--- config.mk ---
export PLATFORM = sky130hd
export DESIGN_NAME = pwr_state_ctrl
export DESIGN_NICKNAME = d
export VERILOG_FILES = /design/src/rtl/pwr_pkg.sv /design/src/rtl/pwr_sync.sv /design/src/rtl/pwr_fsm.sv /design/src/rtl/pwr_state_ctrl.sv
export SDC_FILE = /design/constraint.sdc
export NUM_CORES = 1
export LEC_CHECK = 0
export ABC_AREA = 1
export ABC_CLOCK_PERIOD_IN_PS = 2200
export BUFFER_PORTS_ARGS = -buffer_cell sky130_fd_sc_hd__buf_4
export CAP_MARGIN = 20
export CORE_AREA = 2 2 39 41
export DETAILED_ROUTE_END_ITERATION = 10
export DIE_AREA = 0 0 41 43
export GPL_TIMING_DRIVEN = 0
export HOLD_SLACK_MARGIN = 0.02
export PLACE_DENSITY = 0.42
export SLEW_MARGIN = 10
export SYNTH_ARGS = -nofsm -noshare
export SYNTH_HDL_FRONTEND = slang
export SYNTH_SLANG_ARGS = --single-unit
--- constraint.sdc ---
create_clock -name clk -period 2.2 [get_ports clk]
set_clock_uncertainty 0.1 [all_clocks]
set_input_delay 0.11 -clock clk [delete_from_list [all_inputs] [get_ports clk]]
set_output_delay 0.11 -clock clk [all_outputs]
set_load 0.05 [all_outputs]
--- src/rtl/pwr_pkg.sv ---
package pwr_pkg;
  typedef enum logic [1:0] {
    PS_RUN   = 2'd0,
    PS_GRANT = 2'd1,
    PS_SLEEP = 2'd2
  } pwr_state_t;
endpackage

--- src/rtl/pwr_sync.sv ---
module pwr_sync #(
  parameter int STAGES = 2,
  parameter int W      = 3
) (
  input  logic         clk,
  input  logic         rst,
  input  logic [W-1:0] d_a,
  output logic [W-1:0] q
);
  logic [W-1:0] chain [STAGES];

  always_ff @(posedge clk) begin
    if (rst) chain[0] <= '0;
    else     chain[0] <= d_a;
  end

  generate
    for (genvar i = 1; i < STAGES; i++) begin : g_stage
      always_ff @(posedge clk) begin
        if (rst) chain[i] <= '0;
        else     chain[i] <= chain[i-1];
      end
    end
  endgenerate

  assign q = chain[STAGES-1];
endmodule

--- src/rtl/pwr_fsm.sv ---
module pwr_fsm
  import pwr_pkg::*;
(
  input  logic       clk,
  input  logic       rst,
  input  logic       stop_s,
  input  logic       sleep_s,
  input  logic       rreq_s,
  output pwr_state_t state,
  output logic       core_en,
  output logic       bus_en,
  output logic       accept,
  output logic       ack
);
  pwr_state_t nxt;

  always_comb begin
    nxt = state;
    if (rreq_s) begin
      nxt = PS_RUN;
    end else begin
      unique case (state)
        PS_RUN:   if (stop_s) nxt = PS_GRANT;
        PS_GRANT: if (sleep_s) nxt = PS_SLEEP;
                  else if (!stop_s) nxt = PS_RUN;
        PS_SLEEP: if (!sleep_s) nxt = PS_GRANT;
        default:  nxt = PS_RUN;
      endcase
    end
  end

  always_ff @(posedge clk) begin
    if (rst) begin
      state   <= PS_RUN;
      core_en <= 1'b1;
      bus_en  <= 1'b1;
      accept  <= 1'b1;
      ack     <= 1'b0;
    end else begin
      state   <= nxt;
      core_en <= (nxt == PS_RUN);
      bus_en  <= (nxt != PS_SLEEP);
      accept  <= (nxt != PS_SLEEP);
      ack     <= (state == PS_RUN) && (nxt == PS_GRANT);
    end
  end
endmodule

--- src/rtl/pwr_state_ctrl.sv ---
module pwr_state_ctrl
  import pwr_pkg::*;
#(
  parameter int SYNC_STAGES = 2
) (
  input  logic clk,
  input  logic rst,
  input  logic stop_req_a,
  input  logic sleep_req_a,
  input  logic reset_req_a,
  output logic core_clk_en,
  output logic bus_clk_en,
  output logic snoop_irq_accept,
  output logic sg_ack_req
);
  localparam int NREQ = 3;

  logic [NREQ-1:0] req_s;
  pwr_state_t      state;

  pwr_sync #(.STAGES(SYNC_STAGES), .W(NREQ)) u_sync (
    .clk (clk),
    .rst (rst),
    .d_a ({reset_req_a, sleep_req_a, stop_req_a}),
    .q   (req_s)
  );

  pwr_fsm u_fsm (
    .clk     (clk),
    .rst     (rst),
    .stop_s  (req_s[0]),
    .sleep_s (req_s[1]),
    .rreq_s  (req_s[2]),
    .state   (state),
    .core_en (core_clk_en),
    .bus_en  (bus_clk_en),
    .accept  (snoop_irq_accept),
    .ack     (sg_ack_req)
  );
endmodule

==> results.py, run 1 <==
metrics = {
    "run_status": {
        "outcome": "finished, final reports clean",
    },
    "sta": {
        "transition_time_at_the_pin_with_the_least_slew_margin_ps": 165,
        "finalCriticalPeriod_ps": 1330,
        "maxSlewViolCount": 0,
        "layout_setup_ws_ps": 867,
        "whs_ps": 308,
        "timing.final.setup_violations": 0,
        "report.final.hold_viol_count": 0,
        "timing.fmax_ghz": 0.750,
        "final.period_utilization": 0.606,
        "worst_slew_margin_rel": 0.890,
        "grt_setup_unrepaired": "false",
        "fin_setup_tns_ps": 0,
    },
    "detailed_routing": {
        "post_drt_via_cell_ratio": 3.75,
        "routed-via-count": 296,
        "antenna_violating_nets_post_route": 0,
        "first_iter_violations": 8,
        "drt-wirelength-per-cell_um": 7.38,
        "firstDrtPassIters": 4,
        "detail_route.drc_violations": 0,
        "wl_um": 583,
    },
    "layout": {
        "final_cell_mix": "13 x sky130_fd_sc_hd__inv_1, 11 x sky130_fd_sc_hd__dfxtp_1, 9 x sky130_fd_sc_hd__buf_4",
        "area.growth.synth_to_final_pct": 49.5,
        "commonest_non_fill_non_tap_cell_in_the_layout": "sky130_fd_sc_hd__inv_1",
        "drive_gt1_frac": 0.190,
        "post_route_cell_area_um2": 533,
        "antennaDiodeCount": 0,
        "finalCoreUtilization": 0.385,
        "num-nets-final": 69,
    },
    "min_path": {
        "min_path_type": "reg -> reg",
        "hold_path_end": "u_sync.chain[1][0]$_SDFF_PP0_",
        "hold_path_depth": 2,
        "hp-start": "u_sync.chain[0][0]$_SDFF_PP0_",
    },
    "pwr": {
        "power.density_cell_area_mw_per_mm2": 701,
        "p_seq_frac": 0.556,
        "share_clk_of_total_power": 0.356,
        "swShare": 0.214,
        "power.net_switching_uw": 80.1,
        "intPower_uw": 294,
        "power_leakage_nw": 0.279,
        "share_comb_of_total_power": 0.087,
        "vdd.ir_drop.worst_v": 0.000226,
    },
    "clocking": {
        "cts-htree-levels": 1,
        "clockRootBuffer": "sky130_fd_sc_hd__clkbuf_4",
        "clock_path_buffers": 2,
        "clock_sinks": 11,
        "clkLatencyLatePin_ps": 260,
        "cts_tree": "done",
        "cts_inserted_buffers": 3,
        "cts_setup_buffers": 0,
        "worst_setup_hold_path_clk_slew_ps": 70,
    },
    "placed_design": {
        "preCtsSetupSlack_ps": 1270,
        "numPortBuffers": 8,
        "finalWeightedCongestion": 0.702,
        "detailedPlacementHpwl_um": 389,
        "dpl_cell_area_um2": 437,
    },
    "floorplan": {
        "core_area_mm2": 0.00138,
        "effective_utilization_at_floorplan": 0.258,
        "dieWidth_um": 41,
        "placement_rows": 14,
        "boundaryPins": 9,
        "floorplan.die_area_mm2": 0.00176,
        "die_y_um": 43,
    },
    "setup_path": {
        "worst_ep_required_time_ps": 2250,
        "reg_to_reg_setup_timing_slack_ps": 1280,
        "rr_worst_depth": 5,
        "endpoint_kind": "flop",
        "rr_startpoint": "u_sync.chain[1][1]$_SDFF_PP0_",
        "crit_fanout": 1,
        "crit_arrival_ps": 1380,
        "capture_point_of_the_worst_reg_to_reg_path": "u_fsm.core_en$_SDFF_PP1_",
        "timing_worst_setup_path_type": "in -> reg",
        "worstSetupStartpointType": "input port",
    },
    "logic_synthesis": {
        "synth_cell_type_count": 8,
        "synth-seq-cells": 11,
        "yosys-mux-area-fraction": 0,
        "dominant_combinational_cell_family_by_area_after_synthesis": "simple AND/OR/NAND/NOR gates",
        "synth_simple_gate_area_frac": 0.196,
        "yosys_warnings": 0,
        "synth_fp_nets": 49,
        "syn_avg_cell_area_um2": 8.10,
        "synthCells": 44,
        "sequential_cell_area_fraction_in_the_yosys_report": 0.618,
        "synth_compound_area_frac": 0.0281,
        "synth-xor-area-share": 0,
        "synth-adder-area-share": 0,
        "post_synthesis_instance_area_um2": 357,
    },
    "global_route": {
        "gr-total-overflow": 0,
        "grt_pass1_vias": 269,
        "grt_pass1_wl_um": 1010,
        "grt_use_total": 0.0926,
        "grt_max_degree": 8,
        "antenna_found_initial": 0,
    },
    "job": {
        "max_cap_violations": 0,
    },
}
==> routing by layer <==
| layer | GRT usage | wire, µm | vias to the layer above |
|---|---|---|---|
| li1 | - | - | 164 |
| met1 | 0.100 | 249 | 121 |
| met2 | 0.125 | 284 | 9 |
| met3 | 0.0314 | 43 | 2 |
| met4 | 0.100 | 5 | 0 |
| met5 | 0 | 0 | - |
==> how the worst max path moves through the flow <==
stage | start | end | slack (ps) | cells past startpoint
after CTS | sleep_req_a | u_sync.chain[0][1]$_SDFF_PP0_ | 890 | 5
final | sleep_req_a | u_sync.chain[0][1]$_SDFF_PP0_ | 870 | 5
after floorplan | u_fsm.bus_en$_SDFF_PP1_ | snoop_irq_accept | 1100 | 1
after detailed placement | u_sync.chain[1][1]$_SDFF_PP0_ | u_fsm.core_en$_SDFF_PP1_ | 1270 | 5
after global placement | u_sync.chain[1][1]$_SDFF_PP0_ | u_fsm.core_en$_SDFF_PP1_ | 1280 | 5
after global routing | rst | u_sync.chain[0][2]$_SDFF_PP0_ | 810 | 4
==> final cells by class <==
| type | count | area [µm²] |
|---|---|---|
| Tap cell | 16 | 20.0 |
| Buffer | 1 | 7.51 |
| Timing Repair Buffer | 15 | 130 |
| Sequential cell | 11 | 220 |
| Fill cell | 153 | 851 |
| Multi-Input combinational cell | 19 | 80.1 |
| Clock buffer | 4 | 26.3 |
| Inverter | 13 | 48.8 |
==> stage by stage <==
step,instances,total power [mW]
global placement,68,0.236
global route,79,0.398
detailed placement,68,0.236
CTS,79,0.383
finish,79,0.374
floorplan,44,0.225
==> synthesized netlist by cell type, drive strengths merged <==
library cell | count | area, µm²
buf | 1 | 7.51
a21oi | 2 | 10.0
nand2 | 6 | 22.5
dfxtp | 11 | 220
nand3 | 3 | 15.0
nor2 | 7 | 26.3
nand4 | 1 | 6.26
inv | 13 | 48.8
==> worst max-delay path: stages <==
cell and delay, ps:
sky130_fd_sc_hd__dlygate4sd3_1 540, sky130_fd_sc_hd__buf_4 130, sky130_fd_sc_hd__inv_1 40, sky130_fd_sc_hd__nor2_1 30, sky130_fd_sc_hd__dlygate4sd3_1 540
==> power groups by stage <==
stage	combinational, mW	sequential, mW	clock [mW]
floorplan	0.00933	0.216	0
global placement	0.0229	0.213	0
detailed placement	0.0231	0.213	0
CTS	0.0327	0.208	0.142
global route	0.0366	0.209	0.153
finish	0.0326	0.208	0.133
==> registers in the layout (all words and copies together), names as in the netlist <==
register       count
u_fsm.ack          1
u_fsm.bus_en       1
u_fsm.core_en      1
u_fsm.state        2
u_sync.chain       6
==> cells by family after synthesis <==
| kind of cell | count (synthesis) |
|---|---|
| flip-flops | 11 |
| AND/OR/NAND/NOR | 17 |
| AO/OA/AOI/OAI | 2 |
| buffers and inverters | 14 |
==> timing repair <==
| item | CTS | global route |
|---|---|---|
| gates resized for setup | 0 | 0 |
| hold buffers | 7 | 0 |
| endpoints found under the hold margin | 7 | 0 |
No activity file was read; power rests on OpenSTA's default activity.
==> run 2: changes to the inputs <==
Settings changed: ABC_AREA 1 to 0, ABC_CLOCK_PERIOD_IN_PS 2200 to 1400, PLACE_DENSITY 0.42 to 0.41.
Clock period 2.2 ns to 1.4 ns, I/O delays scaled along.
==> results.py, run 2 <==
metrics = {
    "run_status": {
        "outcome": "finished, final reports clean",
    },
    "sta": {
        "report.final.hold_viol_count": 0,
        "worst_slew_margin_rel": 0.864,
        "timing.fmax_ghz": 0.750,
        "grt_setup_unrepaired": "false",
        "finalCriticalPeriod_ps": 1330,
        "fin_setup_tns_ps": 0,
        "transition_time_at_the_pin_with_the_least_slew_margin_ps": 203,
        "timing.final.setup_violations": 0,
        "maxSlewViolCount": 0,
        "final.period_utilization": 0.953,
    },
    "setup_path": {
        "capture_point_of_the_worst_reg_to_reg_path": "u_fsm.state[0]$_SDFF_PP0_",
        "most_used_cell_cp": "sky130_fd_sc_hd__dlygate4sd3_1",
        "worst-path-buf-inv": 3,
        "timing_worst_setup_path_type": "in -> reg",
        "endpoint_kind": "flop",
        "worst_ep_required_time_ps": 1450,
        "crit_fanout": 1,
        "worstPathCellList": "dlygate4sd3_1 > buf_4 > nor2b_1 > dlygate4sd3_1",
        "rr_worst_depth": 3,
        "reg_to_reg_setup_timing_slack_ps": 400,
        "critPathTopFamily": "buffers and inverters",
        "worstSetupStartpointType": "input port",
        "rr_startpoint": "u_fsm.state[1]$_SDFF_PP0_",
        "cp_num_cells": 4,
        "cpPeakStageDelay_ps": 540,
        "crit_arrival_ps": 1390,
        "critical-path-slowest-cell": "sky130_fd_sc_hd__dlygate4sd3_1",
    },
    "floorplan": {
        "core_area_mm2": 0.00138,
        "placement_rows": 14,
        "dieWidth_um": 41,
        "boundaryPins": 9,
        "effective_utilization_at_floorplan": 0.248,
        "die_y_um": 43,
        "floorplan.die_area_mm2": 0.00176,
    },
    "clocking": {
        "total_of_cells_resized_after_clock_tree_synthesis": 0,
        "cts_tree": "done",
        "cts_setup_buffers": 0,
        "clkLatencyLatePin_ps": 260,
        "holdBufCountCts": 7,
        "cts-htree-levels": 1,
        "clock_sinks": 11,
        "cts_inserted_buffers": 3,
        "clockRootBuffer": "sky130_fd_sc_hd__clkbuf_4",
        "worst_setup_hold_path_clk_slew_ps": 70,
        "clock_path_buffers": 2,
    },
    "logic_synthesis": {
        "syn_avg_cell_area_um2": 10.7,
        "synth_flop_cell": "sky130_fd_sc_hd__dfxtp_1",
        "post_synthesis_instance_area_um2": 343,
        "ys_top_cells_by_count": "11 x sky130_fd_sc_hd__dfxtp_1, 6 x sky130_fd_sc_hd__nor2b_1, 3 x sky130_fd_sc_hd__nand2_1, 2 x sky130_fd_sc_hd__inv_1, 2 x sky130_fd_sc_hd__nor2_1",
        "synthDominantCellAreaShare": 0.642,
        "synthCells": 32,
        "yosys_warnings": 0,
        "synth.most_common_cell": "sky130_fd_sc_hd__dfxtp_1",
        "synth-edff-count": 0,
        "post-synth-top-area-cell": "sky130_fd_sc_hd__dfxtp_1",
        "synth_cell_type_count": 13,
        "synth-seq-cells": 11,
        "synth_fp_nets": 37,
        "sequential_cell_area_fraction_in_the_yosys_report": 0.642,
        "most_area_consuming_cells_after_synthesis": "sky130_fd_sc_hd__dfxtp_1 64%, sky130_fd_sc_hd__nor2b_1 11%, sky130_fd_sc_hd__and4b_2 3.3%",
        "async_flop_share": 0,
    },
    "layout": {
        "finalCoreUtilization": 0.375,
        "antennaDiodeCount": 0,
        "num-nets-final": 57,
        "largest_register_ff_count": 6,
        "largest-register": "u_sync.chain",
        "drive_gt1_frac": 0.275,
        "area.growth.synth_to_final_pct": 51.5,
        "leading_registers_by_flop_count": "u_sync.chain: 6 flops, u_fsm.state: 2 flops",
        "commonest_non_fill_non_tap_cell_in_the_layout": "sky130_fd_sc_hd__dfxtp_1",
        "final_cell_mix": "11 x sky130_fd_sc_hd__dfxtp_1, 9 x sky130_fd_sc_hd__buf_4, 7 x sky130_fd_sc_hd__dlygate4sd3_1",
    },
    "detailed_routing": {
        "firstDrtPassIters": 2,
        "post_drt_via_cell_ratio": 4.06,
        "wl_um": 519,
        "routed-via-count": 272,
        "detail_route.drc_violations": 0,
        "drt-wirelength-per-cell_um": 7.75,
        "first_iter_violations": 3,
        "antenna_violating_nets_post_route": 0,
    },
    "global_route": {
        "antenna_found_initial": 0,
        "grt_pass1_vias": 254,
        "grt_pass1_wl_um": 855,
        "grt_use_total": 0.0817,
        "grt_max_degree": 9,
        "gr-total-overflow": 0,
    },
    "min_path": {
        "hold_path_end": "u_fsm.state[0]$_SDFF_PP0_",
        "min_path_type": "reg -> reg",
        "hp-start": "u_sync.chain[1][2]$_SDFF_PP0_",
        "hold_path_depth": 1,
    },
    "placed_design": {
        "numPortBuffers": 8,
        "finalWeightedCongestion": 0.624,
    },
    "pwr": {
        "vdd.ir_drop.worst_v": 0.000380,
        "power_leakage_nw": 0.229,
        "total_power_uw": 583,
        "power.density_cell_area_mw_per_mm2": 1120,
    },
    "job": {
        "max_cap_violations": 0,
    },
}
run 2: cells by family (layout without fill, tap and decap cells):
group           after synthesis  in the layout  synth area share
xor+xnor                      1              1            0.0256
compound gates                1              1            0.0183
buf+inv                       3             22            0.0438
simple gates                 16             16             0.270
flops                        11             11             0.642
run 2: metrics by stage:
stage | setup slack [ps] | instance area, µm² | hold WS [ps] | cells
6_report | 65.8 | 519 | 328 | 67
3_3_place_gp | 439 | 423 | 182 | 56
5_1_grt | 32.7 | 519 | 345 | 67
2_1_floorplan | 336 | 343 | 41.6 | 32
4_1_cts | 86.0 | 519 | 329 | 67
3_5_place_dp | 422 | 423 | 185 | 56
run 2: metal layers:
layer | GRT usage | routed length, µm | vias up | part of all wire
li1 | - | - | 139 | -
met5 | 0 | 0 | - | 0
met2 | 0.122 | 284 | 7 | 0.55
met3 | 0.0471 | 28 | 2 | 0.054
met1 | 0.0588 | 198 | 124 | 0.38
met4 | 0.100 | 6 | 0 | 0.012
run 2: worst max path at each step:
stage	start	endpoint	slack, ps
after floorplan	u_fsm.bus_en$_SDFF_PP1_	snoop_irq_accept	340
after global placement	u_fsm.state[1]$_SDFF_PP0_	u_fsm.bus_en$_SDFF_PP1_	440
after detailed placement	u_fsm.state[1]$_SDFF_PP0_	u_fsm.state[0]$_SDFF_PP0_	420
after CTS	stop_req_a	u_sync.chain[0][0]$_SDFF_PP0_	90
after global routing	rst	u_sync.chain[0][1]$_SDFF_PP0_	30
final	stop_req_a	u_sync.chain[0][0]$_SDFF_PP0_	70
run 2: power breakdown:
part	total [mW]	internal [mW]	switching, mW
Clock	0.209	0.110	0.0989
Combinational	0.0465	0.0290	0.0175
Sequential	0.328	0.323	0.00414
run 2: final cells by class:
type	count	area, µm²
Fill cell	159	865
Sequential cell	11	220
Timing Repair Buffer	15	130
Multi-Input combinational cell	18	108
Clock buffer	4	26.3
Tap cell	16	20.0
Buffer	1	7.51
Inverter	2	7.51
==> run 3: changes to the inputs <==
Settings changed: PLACE_DENSITY 0.41 to 0.4, SYNTH_HIERARCHICAL set to 1.
==> results.py, run 3 <==
metrics = {
    "sta": {
        "layout_setup_ws_ps": 67.3,
        "grt_setup_unrepaired": "false",
        "final.period_utilization": 0.952,
        "fin_setup_tns_ps": 0,
        "worst_slew_margin_rel": 0.873,
        "finalCriticalPeriod_ps": 1330,
        "transition_time_at_the_pin_with_the_least_slew_margin_ps": 190,
        "timing.final.setup_violations": 0,
        "timing.fmax_ghz": 0.750,
        "report.final.hold_viol_count": 0,
        "maxSlewViolCount": 0,
    },
    "detailed_routing": {
        "post_drt_via_cell_ratio": 3.92,
        "firstDrtPassIters": 1,
        "first_iter_violations": 0,
        "drt-wirelength-per-cell_um": 7.83,
        "detail_route.drc_violations": 0,
        "antenna_violating_nets_post_route": 0,
        "routed-via-count": 259,
        "wl_um": 517,
    },
    "logic_synthesis": {
        "synth.most_common_cell": "sky130_fd_sc_hd__dfxtp_1",
        "synth-edff-count": 0,
        "most_area_consuming_cells_after_synthesis": "sky130_fd_sc_hd__dfxtp_1 65%, sky130_fd_sc_hd__nor2b_1 15%, sky130_fd_sc_hd__and3b_1 2.6%",
        "yosys_warnings": 6,
        "synth_cell_type_count": 13,
        "synth-seq-cells": 11,
        "synth_flop_cell": "sky130_fd_sc_hd__dfxtp_1",
        "async_flop_share": 0,
        "sequential_cell_area_fraction_in_the_yosys_report": 0.652,
        "ys_top_cells_by_count": "11 x sky130_fd_sc_hd__dfxtp_1, 8 x sky130_fd_sc_hd__nor2b_1, 2 x sky130_fd_sc_hd__nor2_1",
        "synthCells": 31,
        "synth_fp_nets": 36,
        "syn_avg_cell_area_um2": 10.9,
        "post-synth-top-area-cell": "sky130_fd_sc_hd__dfxtp_1",
        "synthDominantCellAreaShare": 0.652,
        "post_synthesis_instance_area_um2": 338,
    },
    "setup_path": {
        "timing_worst_setup_path_type": "in -> reg",
        "worst_ep_required_time_ps": 1450,
        "crit_arrival_ps": 1380,
        "worstSetupStartpointType": "input port",
        "endpoint_kind": "flop",
        "crit_fanout": 1,
    },
    "pwr": {
        "vdd.ir_drop.worst_v": 0.000515,
        "power_leakage_nw": 0.242,
        "power.density_cell_area_mw_per_mm2": 1140,
    },
    "global_route": {
        "grt_use_total": 0.0848,
        "gr-total-overflow": 0,
        "grt_pass1_vias": 251,
        "grt_pass1_wl_um": 917,
        "antenna_found_initial": 0,
        "grt_max_degree": 9,
    },
    "clocking": {
        "cts_tree": "done",
        "worst_setup_hold_path_clk_slew_ps": 70,
        "clock_sinks": 11,
        "clkLatencyLatePin_ps": 260,
        "holdBufCountCts": 7,
        "cts_setup_buffers": 0,
        "cts-htree-levels": 1,
        "clockRootBuffer": "sky130_fd_sc_hd__clkbuf_4",
        "cts_inserted_buffers": 3,
        "clock_path_buffers": 2,
        "total_of_cells_resized_after_clock_tree_synthesis": 0,
    },
    "layout": {
        "leading_registers_by_flop_count": "u_sync/chain: 6 flops, u_fsm/state: 2 flops",
        "commonest_non_fill_non_tap_cell_in_the_layout": "sky130_fd_sc_hd__dfxtp_1",
        "drive_gt1_frac": 0.240,
        "layout.filler_cells": 143,
        "largest-register": "u_sync/chain",
        "num-nets-final": 56,
        "antennaDiodeCount": 0,
        "final_cell_mix": "11 x sky130_fd_sc_hd__dfxtp_1, 9 x sky130_fd_sc_hd__buf_4, 8 x sky130_fd_sc_hd__nor2b_1",
        "largest_register_ff_count": 6,
        "area.growth.synth_to_final_pct": 52.2,
    },
    "run_status": {
        "outcome": "finished, final reports clean",
    },
    "min_path": {
        "min_path_type": "reg -> reg",
    },
    "floorplan": {
        "dieWidth_um": 41,
        "placement_rows": 14,
        "floorplan.die_area_mm2": 0.00176,
        "die_y_um": 43,
        "effective_utilization_at_floorplan": 0.244,
        "boundaryPins": 9,
        "core_area_mm2": 0.00138,
    },
    "placed_design": {
        "detailedPlacementHpwl_um": 356,
        "numPortBuffers": 8,
        "preCtsSetupSlack_ps": 435,
        "finalWeightedCongestion": 0.676,
    },
    "job": {
        "max_cap_violations": 0,
    },
}
## run 3: where the power goes
part	switching, mW	internal (mW)	total, mW
combinational	0.0199	0.0309	0.0508
sequential	0.00463	0.324	0.329
clock	0.0978	0.110	0.208
total	0.122	0.465	0.587
## run 3: cell type report
cell class / instances / area [µm²] / share of cell area
inverter: 1 / 3.75 / 0.00730
multi-input combinational: 18 / 106 / 0.207
buffer: 1 / 7.51 / 0.0146
tap: 16 / 20.0 / 0.0389
sequential: 11 / 220 / 0.428
clock buffer: 4 / 26.3 / 0.0511
timing repair buffer: 15 / 130 / 0.253
## run 3: cell families (layout without fill, tap and decap cells)
logic type	Yosys count	count (layout)	share of synthesized area
compound gates	3	3	0.0444
xor+xnor	1	1	0.0259
buf+inv	2	21	0.0333
simple gates	14	14	0.244
flops	11	11	0.652
## run 3: layer usage
metal / part of all wire / GRT usage / wire length [µm] / vias up
met5: 0 / 0 / 0 / -
met4: 0.021 / 0.100 / 11 / 0
met3: 0.056 / 0.0314 / 29 / 2
met2: 0.50 / 0.125 / 256 / 7
met1: 0.42 / 0.0754 / 219 / 112
li1: - / - / - / 138
## run 3: critical path, stage by stage
cell and delay (ps):
sky130_fd_sc_hd__dlygate4sd3_1 540, sky130_fd_sc_hd__buf_4 130, sky130_fd_sc_hd__nor2b_1 110, sky130_fd_sc_hd__dlygate4sd3_1 540
## run 3: path summary, 6_finish.rpt
path	start	to	slack (ps)	cells past startpoint
max reg2reg	u_fsm/state[1]$_SDFF_PP0_	u_fsm/state[0]$_SDFF_PP0_	420	3
max	reset_req_a	u_sync/chain[0][2]$_SDFF_PP0_	70	4
min	u_sync/chain[0][1]$_SDFF_PP0_	u_sync/chain[1][1]$_SDFF_PP0_	340	1
min reg2reg	u_sync/chain[0][1]$_SDFF_PP0_	u_sync/chain[1][1]$_SDFF_PP0_	340	1
## run 3: metrics by stage
step | hold slack, ps | total power [mW] | utilization | cell area, µm² | std cells
final | 338 | 0.587 | 0.372 | 514 | 66
after CTS | 340 | 0.600 | 0.372 | 514 | 66
after floorplan | 41.6 | 0.355 | - | 338 | 31
after global placement | 182 | 0.371 | 0.302 | 418 | 55
after detailed placement | 185 | 0.372 | 0.302 | 418 | 55
after global routing | 364 | 0.619 | 0.372 | 514 | 66
